--- src/rtl/mbm_pkg.sv ---
package mbm_pkg;

   typedef enum logic [2:0] {
      ST_IDLE  = 3'd0,
      ST_REQ   = 3'd1,
      ST_ADDR  = 3'd2,
      ST_WDATA = 3'd3,
      ST_RDATA = 3'd4
   } mbm_state_e;

endpackage

--- src/rtl/mbm_timer.sv ---
module mbm_timer #(
   parameter int TIMEOUT = 16
) (
   input  logic clk,
   input  logic rst_n,
   input  logic run,
   output logic expire
);
   localparam int CW = $clog2(TIMEOUT + 1);

   logic [CW-1:0] cnt;

   always_ff @(posedge clk or negedge rst_n) begin
      if (!rst_n)
         cnt <= '0;
      else if (!run)
         cnt <= '0;
      else
         cnt <= cnt + 1'b1;
   end

   // cnt holds (busy cycle index - 1); the last permitted cycle is TIMEOUT
   assign expire = run && (cnt == CW'(TIMEOUT - 1));

endmodule

--- src/rtl/mbm_seq.sv ---
module mbm_seq
   import mbm_pkg::*;
(
   input  logic       clk,
   input  logic       rst_n,
   input  logic       accept,
   input  logic       wr_q,
   input  logic       bus_gnt,
   input  logic       bus_done,
   input  logic       expire,
   output mbm_state_e state,
   output logic       finish_ok,
   output logic       finish_err
);
   mbm_state_e nxt;

   always_comb begin
      nxt        = state;
      finish_ok  = 1'b0;
      finish_err = 1'b0;
      unique case (state)
         ST_IDLE: begin
            if (accept) nxt = ST_REQ;
         end
         ST_REQ: begin
            if (expire) begin
               nxt        = ST_IDLE;
               finish_err = 1'b1;
            end else if (bus_gnt) begin
               nxt = ST_ADDR;
            end
         end
         ST_ADDR: begin
            if (expire) begin
               nxt        = ST_IDLE;
               finish_err = 1'b1;
            end else begin
               nxt = wr_q ? ST_WDATA : ST_RDATA;
            end
         end
         ST_WDATA, ST_RDATA: begin
            // completion outranks an expiring watchdog in the same cycle
            if (bus_done) begin
               nxt       = ST_IDLE;
               finish_ok = 1'b1;
            end else if (expire) begin
               nxt        = ST_IDLE;
               finish_err = 1'b1;
            end
         end
         default: nxt = ST_IDLE;
      endcase
   end

   always_ff @(posedge clk or negedge rst_n) begin
      if (!rst_n)
         state <= ST_IDLE;
      else
         state <= nxt;
   end

endmodule

--- src/rtl/mbm_lane.sv ---
module mbm_lane
   import mbm_pkg::*;
#(
   parameter int BUS_W     = 32,
   parameter bit PARK_ZERO = 1'b1
) (
   input  logic             clk,
   input  logic             rst_n,
   input  logic             accept,
   input  logic             req_write,
   input  logic [BUS_W-1:0] req_addr,
   input  logic [BUS_W-1:0] req_wdata,
   input  mbm_state_e       state,
   input  logic             finish_ok,
   input  logic             finish_err,
   input  logic [BUS_W-1:0] bus_ad_in,
   output logic             wr_q,
   output logic [BUS_W-1:0] bus_ad_out,
   output logic             bus_ad_oe,
   output logic             rsp_valid,
   output logic             rsp_err,
   output logic [BUS_W-1:0] rsp_rdata
);
   logic [BUS_W-1:0] addr_q;
   logic [BUS_W-1:0] data_q;

   always_ff @(posedge clk or negedge rst_n) begin
      if (!rst_n) begin
         addr_q <= '0;
         data_q <= '0;
         wr_q   <= 1'b0;
      end else if (accept) begin
         addr_q <= req_addr;
         data_q <= req_wdata;
         wr_q   <= req_write;
      end
   end

   assign bus_ad_oe = (state == ST_ADDR) || (state == ST_WDATA);

   generate
      if (PARK_ZERO) begin : g_park_zero
         always_comb begin
            unique case (state)
               ST_ADDR:  bus_ad_out = addr_q;
               ST_WDATA: bus_ad_out = data_q;
               default:  bus_ad_out = '0;
            endcase
         end
      end else begin : g_park_hold
         assign bus_ad_out = (state == ST_WDATA) ? data_q : addr_q;
      end
   endgenerate

   always_ff @(posedge clk or negedge rst_n) begin
      if (!rst_n) begin
         rsp_valid <= 1'b0;
         rsp_err   <= 1'b0;
         rsp_rdata <= '0;
      end else begin
         rsp_valid <= finish_ok || finish_err;
         rsp_err   <= finish_err;
         if (finish_ok && !wr_q)
            rsp_rdata <= bus_ad_in;
         else if (finish_ok || finish_err)
            rsp_rdata <= '0;
      end
   end

endmodule

--- src/rtl/mux_bus_master.sv ---
module mux_bus_master
   import mbm_pkg::*;
#(
   parameter int BUS_W     = 32,
   parameter int TIMEOUT   = 16,
   parameter bit PARK_ZERO = 1'b1
) (
   input  logic             clk,
   input  logic             rst_n,
   input  logic             req_valid,
   output logic             req_ready,
   input  logic             req_write,
   input  logic [BUS_W-1:0] req_addr,
   input  logic [BUS_W-1:0] req_wdata,
   output logic             rsp_valid,
   output logic             rsp_err,
   output logic [BUS_W-1:0] rsp_rdata,
   output logic             bus_req,
   input  logic             bus_gnt,
   output logic [BUS_W-1:0] bus_ad_out,
   output logic             bus_ad_oe,
   input  logic [BUS_W-1:0] bus_ad_in,
   output logic             bus_addr_phase,
   output logic             bus_data_phase,
   output logic             bus_write,
   input  logic             bus_done
);
   generate
      if (BUS_W < 1) begin : g_bad_width
         $error("mux_bus_master: BUS_W must be at least 1");
      end
      if (TIMEOUT < 3) begin : g_bad_timeout
         $error("mux_bus_master: TIMEOUT must cover request, address and data cycles");
      end
   endgenerate

   mbm_state_e state;
   logic       accept;
   logic       wr_q;
   logic       expire;
   logic       finish_ok;
   logic       finish_err;

   assign req_ready      = (state == ST_IDLE);
   assign accept         = req_valid && req_ready;
   assign bus_req        = (state != ST_IDLE);
   assign bus_addr_phase = (state == ST_ADDR);
   assign bus_data_phase = (state == ST_WDATA);
   assign bus_write      = bus_req && wr_q;

   mbm_timer #(.TIMEOUT(TIMEOUT)) u_timer (
      .clk    (clk),
      .rst_n  (rst_n),
      .run    (bus_req),
      .expire (expire)
   );

   mbm_seq u_seq (
      .clk        (clk),
      .rst_n      (rst_n),
      .accept     (accept),
      .wr_q       (wr_q),
      .bus_gnt    (bus_gnt),
      .bus_done   (bus_done),
      .expire     (expire),
      .state      (state),
      .finish_ok  (finish_ok),
      .finish_err (finish_err)
   );

   mbm_lane #(.BUS_W(BUS_W), .PARK_ZERO(PARK_ZERO)) u_lane (
      .clk        (clk),
      .rst_n      (rst_n),
      .accept     (accept),
      .req_write  (req_write),
      .req_addr   (req_addr),
      .req_wdata  (req_wdata),
      .state      (state),
      .finish_ok  (finish_ok),
      .finish_err (finish_err),
      .bus_ad_in  (bus_ad_in),
      .wr_q       (wr_q),
      .bus_ad_out (bus_ad_out),
      .bus_ad_oe  (bus_ad_oe),
      .rsp_valid  (rsp_valid),
      .rsp_err    (rsp_err),
      .rsp_rdata  (rsp_rdata)
   );

endmodule

--- config.mk ---
export PLATFORM = sky130hd
export DESIGN_NAME = mux_bus_master
export DESIGN_NICKNAME = d
export VERILOG_FILES = /design/src/rtl/mbm_pkg.sv /design/src/rtl/mbm_timer.sv /design/src/rtl/mbm_seq.sv /design/src/rtl/mbm_lane.sv /design/src/rtl/mux_bus_master.sv
export SDC_FILE = /design/constraint.sdc
export NUM_CORES = 1
export LEC_CHECK = 0
export ABC_AREA = 1
export ABC_CLOCK_PERIOD_IN_PS = 2100
export BUFFER_PORTS_ARGS = -buffer_cell sky130_fd_sc_hd__clkbuf_2
export CAP_MARGIN = 20
export CORE_MARGIN = 2
export CORE_UTILIZATION = 50
export DETAILED_ROUTE_END_ITERATION = 16
export GPL_ROUTABILITY_DRIVEN = 0
export PLACE_DENSITY = 0.81
export SLEW_MARGIN = 20
export SYNTH_ARGS = -nofsm -noshare
export SYNTH_HDL_FRONTEND = slang
export SYNTH_SLANG_ARGS = --single-unit
--- constraint.sdc ---
create_clock -name clk -period 2.1 [get_ports clk]
set_clock_uncertainty 0.1 [all_clocks]
set_input_delay 0.42 -clock clk [delete_from_list [all_inputs] [get_ports clk]]
set_output_delay 0.42 -clock clk [all_outputs]
set_load 0.03 [all_outputs]
* Word level (Yosys, flattened, before mapping)
Index checks and enable logic that the tools add are counted.
** Storage, ports and cells
- Bits in latches :: 0
- Logic and storage cells :: 47
- Memories :: 0
- RAM bits :: 0
- Register bits :: 107
- Memory bits (read-only) :: 0
** Cells by class
- Shift operators :: 0
- Multiply operators :: 0
- Mux-type cells :: 17
- Add/sub/neg operators :: 1
- Divide/modulo/power cells :: 0
- $lt $le $gt $ge :: 0
- Bitwise operators :: 0
- Reductions and logical operators :: 13
- Eq/ne operators :: 8
** Operators with widths (number)
- $mux W32 :: 2
- $pmux W32 S2 :: 1
- $mux W3 :: 7
- $pmux W3 S4 :: 1
- $eq A3 B2 Y1 const B :: 2
- $ne A3 B3 Y1 const B :: 2
- $add A5 B1 Y5 const B :: 1
- $eq A5 B4 Y1 const B :: 1
- $mux W5 :: 1
- $logic_and A1 B1 Y1 :: 4
- $mux W1 :: 4
- $reduce_or A2 Y1 :: 2
- $eq A3 B1 Y1 const B :: 1
- $eq A3 B3 Y1 const B :: 1
- $logic_not A3 Y1 :: 1
- $reduce_and A3 Y1 :: 1
- $reduce_bool A3 Y1 :: 1
- $logic_or A1 B1 Y1 :: 2
- $ne A2 B1 Y1 const B :: 1
- $pmux W1 S2 :: 1
- $reduce_bool A2 Y1 :: 1
- $logic_not A1 Y1 :: 1

* Depth between registers and ports, before layout
Gate-level depths: netlist (run 1).
- Depth in word-level cells :: 8
- Gate-level depth with buffers :: 11
- Mapped depth without buffers :: 11

* Hierarchy
From an unflattened synthesis (run 1), not the netlist that was laid out.
** Second synthesis, totals
- Cells, all modules :: 621
- Area total of the unflattened synthesis :: 5131.2 um^2
** By module, submodules not included
- mbm_lane :: instances 1, area an instance 4578.1 um^2, sequential area each 2477.4 um^2, cells each 536
- mbm_seq :: instances 1, area an instance 274.0 um^2, sequential area each 75.1 um^2, cells each 48
- mbm_timer :: instances 1, area an instance 227.7 um^2, sequential area each 125.1 um^2, cells each 26
- mux_bus_master :: instances 1, area an instance 51.3 um^2, sequential area each 0.0 um^2, cells each 11

* Worst setup path after synthesis (run 1)
Ideal clock, no wire load.
- Kind :: register -> output
- Start point :: register u_seq.state[0]
- End point :: output port bus_ad_out[13]
- Path slack :: 222 ps
- Stages on the path, launching flop included :: 6
- Data required time :: 1580 ps
- Arrival time :: 1358 ps
- Buffers on the path :: 1
- Cells stage by stage :: dfrtp_1 -> inv_2 -> nand3_1 -> inv_2 -> buf_2 -> a22o_1
** On the way
- Cells in the longest elaborated chain, start to end :: 2
** Ends and longest elaborated chain
- start: declaration :: RTL line mbm_seq.sv:11 : output mbm_state_e state,
- start signal: assignment :: RTL line mbm_seq.sv:59 : state <= nxt;
- $eq A3 B2 Y1
- via bus_addr_phase :: RTL line mux_bus_master.sv:23 : output logic bus_addr_phase,
- $pmux W32 S2 :: RTL line mbm_lane.sv:44 : unique case (state)
- end: declaration :: RTL line mux_bus_master.sv:20 : output logic [BUS_W-1:0] bus_ad_out,
The timed path passes the listed nets, and every way through them passes these cells.

* Final worst setup path (run 1)
- Start point :: register u_seq.state[0]
- End point :: output port bus_ad_out[3]
** On the way
- Cells in the longest elaborated chain, start to end :: 2
** Ends and longest elaborated chain (RTL line)
- $eq A3 B2 Y1 :: mbm_lane.sv:44
- $pmux W32 S2 * :: mbm_lane.sv:44
Mark *: on every way between the ends. The rest lies on a longest branch, timed or not.

==> key figures, run 1 <==
Critical path
  – Critical Path, Cell by Cell: inv_2 > nand3_4 > inv_8 > clkbuf_16 > a22o_1 > clkbuf_8
  – Critical path's slowest cell: dfrtp_2
  – Reg2reg setup slack: ~0.070 ns
  – R2R cell count: 12
  – Reg2reg start: u_seq.state[2]
  – CP endpoint: bus_ad_out[3]
  – Largest stage delay on the critical path: between 0.4 and 0.5 ns
  – Buf/Inv on CP: 4
  – Critical Path Start: u_seq.state[0]
  – Kind of critical path: register to primary output
  – Critical-path maximum fanout: 9
  – Worst Path Arrival: 1.58 ns
  – CP endpoint kind: primary output
  – Critical R2R Capture: u_seq.state[1]
  – WP data required: roughly 1.6 ns
  – Startpoint Class: register
  – CP Depth: 6
  – Worst path top cell family by delay: buffers and inverters

Floorplan
  – Die width: 102 um
  – Initial core utilization: 0.517
  – Core Region: between 9000 and 10,000 um2
  – Die area: approximately 10,000 um2
  – IO Count: approximately 170
  – Die Y: 102 um
  – FP Rows: 35

Finish
  – Nets: roughly 800
  – Final std cells w/o fill: roughly 850
  – Utilization after layout: 0.714
  – Fillers: a little under 700
  – Share of layout cells above drive strength 1: 0.343
  – Syn-to-layout area delta: 38.0%
  – Antenna diodes: 0

Logic synthesis
  – Register area share after synthesis: 0.560
  – XOR/XNOR share of the synthesized area: 0
  – Most frequent cell after synthesis: nand2_1
  – Largest family of logic cells by synthesized area: simple AND/OR/NAND/NOR gates
  – Top cell type's share of synthesized area: 0.560
  – Distinct cells, synth: 21
  – Post-synthesis compound-gate area fraction: 0.0636
  – Flops & latches, synth: ~110
  – Number of cells produced by synthesis: 533
  – Area leader, netlist: dfrtp_1
  – EDFF count, synth: 0
  – Most area-consuming cells after synthesis: dfrtp_1, nand2_1, nand3_1
  – Commonest cells in the netlist: nand2_1, dfrtp_1, nand3_1, nand4_1, a22o_1
  – Mux share of post-synthesis cell area: 0
  – Synthesized area: about 4800 um2
  – Synth Area in Simple Gates: 0.308
  – Adder-Cell Fraction of Synth Area: 0.00524
  – Synth Flop Type: dfrtp_1
  – Async set or reset register ratio after synthesis: 1.00
  – Yosys warnings: 0
  – Syn Area/Cell: between 8 and 9 um2
  – Synthesized net count: around 640

STA
  – Final Cycle Share: 1.00
  – RSZ-0062 raised after global routing: yes
  – Max transition margin: 0.630
  – Max Fclk: 476 MHz
  – Measured slew at the worst slew-check pin: approximately 0.55 ns
  – Setup ws final: -0.00280 ns
  – Tmin final: between 2 and 2.5 ns
  – Number of hold violations in the final report: 0
  – Pins Over Slew Limit: 0
  – Setup-failing EPs final: 3

Route
  – DRC viols: 0
  – Antenna viol nets, final: 0
  – Vias per cell: about 5.4
  – Final WL: about 14,000 um
  – Via Count: 4,582
  – DR pass1 iterations: 6
  – DRT iter0 DRCs: 265
  – Drt wl/cell: between 15 and 20 um

Clock tree
  – Clock buffer count from CTS: 9
  – Clock root cell: clkbuf_8
  – H-tree Lvls: 3
  – CTS sink count: around 110
  – Clock Tree Buf Depth: 2
  – TritonCTS clock tree: yes
  – Clock latency at the later pin of the worst-skew pair: ~0.38 ns
  – Clock slew at reported path FFs: about 0.12 ns

Status
  – Outcome: finished with violations
  – Failing checks: negative setup slack

Global route
  – Initial antenna violation count: 0
  – Gr ovfl total: 0
  – Pin count of the biggest net entering global routing: 62
  – Global router's overall resource usage: 0.258
  – Global-route wire length before repair: approximately 21,000 um
  – Vias in the first global route: between 4,000 and 5,000

Flow run
  – Max-cap check violation count: 0

Power
  – Peak supply drop: 809 uV
  – Leakage: approximately 3.7 nW
  – Pwr dens: 1530 nW/um2

Place
  – # placed instances: between 800 and 900
  – Post-DP HPWL: approximately 8900 um
  – Port bufs: around 170

Hold path
  – Hold WC Path Type: input pin to register
==> placed cells by master, fill, tap and decap left out, drive strengths merged, types with 2 or more instances in the layout <==
| cell | Yosys | routed |
|---|---|---|
| a21oi | 3 | 3 |
| a22o | 32 | 32 |
| buf | 32 | 57 |
| clkbuf | 7 | 161 |
| dfrtp | 107 | 107 |
| ha | 2 | 2 |
| inv | 15 | 18 |
| nand2 | 214 | 214 |
| nand3 | 76 | 76 |
| nand4 | 33 | 33 |
| nor2 | 11 | 11 |
==> metrics by stage <==
step	setup TNS [ns]	power (mW)	instance area [um2]	hold WS, ns	setup slack (ns)
2_1_floorplan	0	6.45	4780	0.0244	0.222
3_3_place_gp	0	7.56	5780	0.329	0.271
3_5_place_dp	0	7.75	5780	0.341	0.133
4_1_cts	-0.252	9.60	6370	0.130	-0.0309
5_1_grt	-0.841	10.7	6600	0.125	-0.0656
6_report	-0.00571	10.1	6600	0.131	-0.00280
==> flip-flops by register name, summed over array words and instances, names as in the netlist <==
| register | count |
|---|---|
| u_lane.addr_q | 32 |
| u_lane.data_q | 32 |
| u_lane.rsp_err | 1 |
| u_lane.rsp_rdata | 32 |
| u_lane.rsp_valid | 1 |
| u_lane.wr_q | 1 |
| u_seq.state | 3 |
| u_timer.cnt | 5 |
==> timing repair <==
action,CTS,global route
hold buffers,1,0
setup buffers,7,9
pin swaps,2,19
gates cloned,2,2
gates resized for setup,75,44
endpoints found under the hold margin,38,0
endpoints found under the setup margin,33,34
==> where the power goes <==
part           internal [mW]  switching, mW  total [mW]
Clock                  0.480          0.726        1.21
Combinational           2.20           3.19        5.39
Sequential              2.93          0.576        3.50
==> area by class of cell <==
class | count | area [um2] | area share
flip-flops and latches | 107 | 2680 | 0.407
clock buffers | 11 | 141 | 0.0214
multi-input cells | 372 | 1870 | 0.284
clock inverters | 5 | 42.5 | 0.00645
repair buffers | 208 | 1620 | 0.245
well taps | 129 | 161 | 0.0245
inverters | 15 | 81.3 | 0.0123
==> worst min-delay path: stages <==
cell      delay (ns)
clkbuf_2        0.08
nand2_1         0.04
nand2_1         0.05
==> metal layers <==
layer	track usage	wire length, um
met1	0.337	5670
met2	0.433	6660
met3	0.0559	1100
met4	0.0790	284
met5	0	0
==> worst min-delay path by stage <==
stage	startpoint	endpoint	slack, ns	cells past startpoint
finish	bus_ad_in[26]	u_lane.rsp_rdata[26]	0.13	3
floorplan	rst_n	u_lane.addr_q[0]	0.02	0
detailed placement	rst_n	u_lane.rsp_rdata[4]	0.34	1
global route	bus_ad_in[26]	u_lane.rsp_rdata[26]	0.12	3
global placement	rst_n	u_lane.rsp_rdata[4]	0.33	1
CTS	bus_ad_in[26]	u_lane.rsp_rdata[26]	0.13	3
==> cells by family (layout without fill, tap and decap cells) <==
kind of cell,after synthesis,count (layout)
adder cells (fa/ha/maj),2,2
flip-flops,107,107
AND/OR/NAND/NOR,334,334
buffers and inverters,54,239
AO/OA/AOI/OAI,36,36
Power figures use the tool's default switching activity.
==> run 2: changes to the inputs <==
Settings changed: ABC_AREA 1 to unset, CORE_UTILIZATION 50 to 49, PLACE_DENSITY 0.81 to 0.8.
==> run 2 against run 1 <==
  * The flow now finishes without violations
  * Non-clock buffer count decreased by 17
  * Fmax increased by 3.7%
  * Hold slack improved by 0.043 ns
  * Core utilization decreased by 6.8 points
  * Final cell count decreased by 23%
  * Global-route usage decreased by 5.8 points
  * Critical endpoint is now bus_ad_out[1]
  * Largest cell class unchanged
==> key figures, run 2 <==
Status
  – Outcome: completed

Logic synthesis
  – Register area share after synthesis: 0.573 (+0.0124)
  – Yosys warnings: 0 (unchanged)
  – Commonest cells in the netlist: dfrtp_1, mux2_2, nor2_1, a32o_1, mux2i_1
  – Synthesized net count: 445 (-30%)
  – Distinct cells, synth: 33 (+57%)
  – Area leader, netlist: dfrtp_1
  – Most frequent cell after synthesis: dfrtp_1
  – Synthesized area: 4670 um2 (-2.2%)
  – Most area-consuming cells after synthesis: dfrtp_1, mux2_2, a32o_1
  – Top cell type's share of synthesized area: 0.573 (+0.0124)
  – Number of cells produced by synthesis: 341 (-36%)
  – Flops & latches, synth: 107 (unchanged)
  – Syn Area/Cell: 13.7 um2 (+53%)
  – Synth Flop Type: dfrtp_1
  – EDFF count, synth: 0 (unchanged)
  – Async set or reset register ratio after synthesis: 1.00 (unchanged)

Floorplan
  – Core Region: 9240 um2 (unchanged)
  – FP Rows: 35 (unchanged)
  – Die width: 102 um (about the same)
  – Die area: 10,300 um2 (-0.18%)
  – IO Count: 174 (unchanged)
  – Die Y: 102 um (about the same)
  – Initial core utilization: 0.506 (-0.0112)

Finish
  – Final std cells w/o fill: 650 (-23%)
  – Most frequent cells in the layout: clkbuf_2, dfrtp_1, mux2_2
  – Utilization after layout: 0.645 (-0.0682)
  – Nets: 620 (-24%)
  – Fillers: 747 (+8.9%)
  – Syn-to-layout area delta: 27.6%
  – Final instance area: 5960 um2 (-9.6%)
  – Most common cell after layout, fill and taps aside: clkbuf_2
  – Share of layout cells above drive strength 1: 0.536 (+0.193)
  – Antenna diodes: 0 (unchanged)
  – Regs by FF count: u_lane.addr_q (32), u_lane.data_q (32), u_lane.rsp_rdata (32)

Place
  – Placed cell areas: 5690 um2 (-1.6%)
  – Port bufs: 173 (unchanged)
  – # placed instances: 630 (-22%)
  – Post-DP HPWL: 7340 um (-17%)
  – Pre-CTS setup slack: 0.159 ns (+0.0261 ns)

Power
  – Sw frac: 0.395 (-0.0502)
  – Seq pwr share: 0.382 (+0.035)
  – Peak supply drop: 754 uV (-6.8%)
  – Switching pwr: 3.60 mW (-20%)
  – Logic pwr share: 0.476 (-0.058)
  – Pwr dens: 1530 nW/um2 (-0.20%)
  – Power Internal: 5.51 mW (-1.6%)
  – Design Power: 9.12 mW (-9.7%)
  – Leakage: 2.95 nW (-20%)
  – Power share of the clock group: 0.142 (+0.023)

Route
  – Vias per cell: 5.23 (-3.3%)
  – DR pass1 iterations: 4 (-2)
  – DRC viols: 0 (unchanged)
  – Drt wl/cell: 15.5 um (-3.9%)
  – DRT iter0 DRCs: 104 (-61%)
  – Antenna viol nets, final: 0 (unchanged)
  – Final WL: 10,100 um (-26%)
  – Via Count: 3,401 (-26%)

Critical path
  – Reg2reg start: u_timer.cnt[0]
  – Critical Path Start: u_seq.state[2]
  – Startpoint Class: register
  – Kind of critical path: register to primary output
  – WP data required: 1.58 ns (about the same)
  – Critical-path maximum fanout: 17 (+8)
  – R2R cell count: 6 (-6)
  – Critical R2R Capture: u_lane.rsp_rdata[20]
  – Reg2reg setup slack: 0.15 ns (+0.08 ns)
  – CP endpoint kind: primary output
  – Worst Path Arrival: 1.51 ns (-0.07 ns)

STA
  – Setup-failing EPs final: 0 (-3)
  – Max transition margin: 0.779 (+0.149)
  – Pins Over Slew Limit: 0 (unchanged)
  – Tmin final: 2.03 ns (-0.0753 ns)
  – Measured slew at the worst slew-check pin: 0.331 ns (-0.223 ns)
  – Final Cycle Share: 0.965 (-0.0358)
  – Setup ws final: 0.0725 ns (+0.0753 ns)
  – Number of hold violations in the final report: 0 (unchanged)
  – Fin Hold WS: 0.175 ns (+0.0431 ns)
  – Total negative slack: 0 ns (+0.00571 ns)
  – Max Fclk: 493 MHz (+3.7%)

Clock tree
  – TritonCTS clock tree: yes
  – Clock root cell: clkbuf_8
  – Clock latency at the later pin of the worst-skew pair: 0.36 ns (-0.02 ns)
  – CTS sink count: 107 (unchanged)
  – Clock slew at reported path FFs: 0.10 ns (-0.02 ns)
  – Clock Tree Buf Depth: 2 (unchanged)
  – H-tree Lvls: 3 (unchanged)
  – Clock buffer count from CTS: 9 (unchanged)

Global route
  – Global router's overall resource usage: 0.200 (-0.0577)
  – Initial antenna violation count: 0 (unchanged)
  – Global-route wire length before repair: 16,300 um (-22%)
  – Vias in the first global route: 3,367 (-23%)
  – Pin count of the biggest net entering global routing: 52 (-16%)
  – Gr ovfl total: 0 (unchanged)

Hold path
  – Worst Hold Depth: 2 (-1)
  – Hold Path Sink: u_lane.rsp_rdata[2]
  – Hold WC Path Type: input pin to register
  – Hold Crit Start: bus_ad_in[2]

Flow run
  – Max-cap check violation count: 0 (unchanged)
run 2: power by group through the flow:
stage	Clock [mW]	Combinational, mW	Sequential (mW)
global route	1.43	4.68	3.60
floorplan	0	2.88	3.80
CTS	1.35	4.35	3.49
finish	1.30	4.34	3.48
detailed placement	0	4.28	3.55
global placement	0	4.17	3.48
run 2: worst max path at each step:
stage | cells after the start | slack (ns) | to
2_1_floorplan | 3 | 0.06 | bus_req
3_3_place_gp | 6 | 0.25 | u_lane.rsp_rdata[25]
3_5_place_dp | 6 | 0.16 | u_lane.rsp_rdata[25]
4_1_cts | 4 | 0.002 | bus_ad_out[15]
5_1_grt | 4 | -0.003 | bus_ad_out[18]
6_report | 4 | 0.07 | bus_ad_out[1]
run 2: cells by family after synthesis:
family / Yosys count / share of synthesized area
flops: 107 / 0.573
mux: 97 / 0.225
simple gates: 60 / 0.0618
compound gates: 42 / 0.0873
buf+inv: 31 / 0.0439
xor+xnor: 2 / 0.00375
fa+ha+maj: 2 / 0.00535
run 2: area by class of cell:
type,instances,area (um2),share of cell area
inverters,4,15.0,0.00252
multi-input cells,203,1800,0.302
repair buffers,191,1090,0.183
clock inverters,6,72.6,0.0122
clock buffers,10,138,0.0231
flip-flops and latches,107,2680,0.449
well taps,129,161,0.0271
run 2: layer usage:
metal  global-route usage  vias up  wire (um)
met3               0.0559       14        857
met5                    0        -          0
met4               0.0738        0        206
met1                0.263     1661       4300
li1                     -     1582          -
met2                0.319      144       4740
run 2: critical path, cell delays in order, from the launching register on:
cell and delay, ns:
dfrtp_1 0.41, nand2b_1 0.17, buf_4 0.21, nor2_1 0.14
clkbuf_2 0.22
run 2: repair_timing:
item / 4_1_cts / 5_1_grt
hold endpoints to repair: 22 / 0
hold buffers: 1 / 0
endpoints found under the setup margin: 36 / 30
setup buffers: 2 / 1
resized for setup: 3 / 17
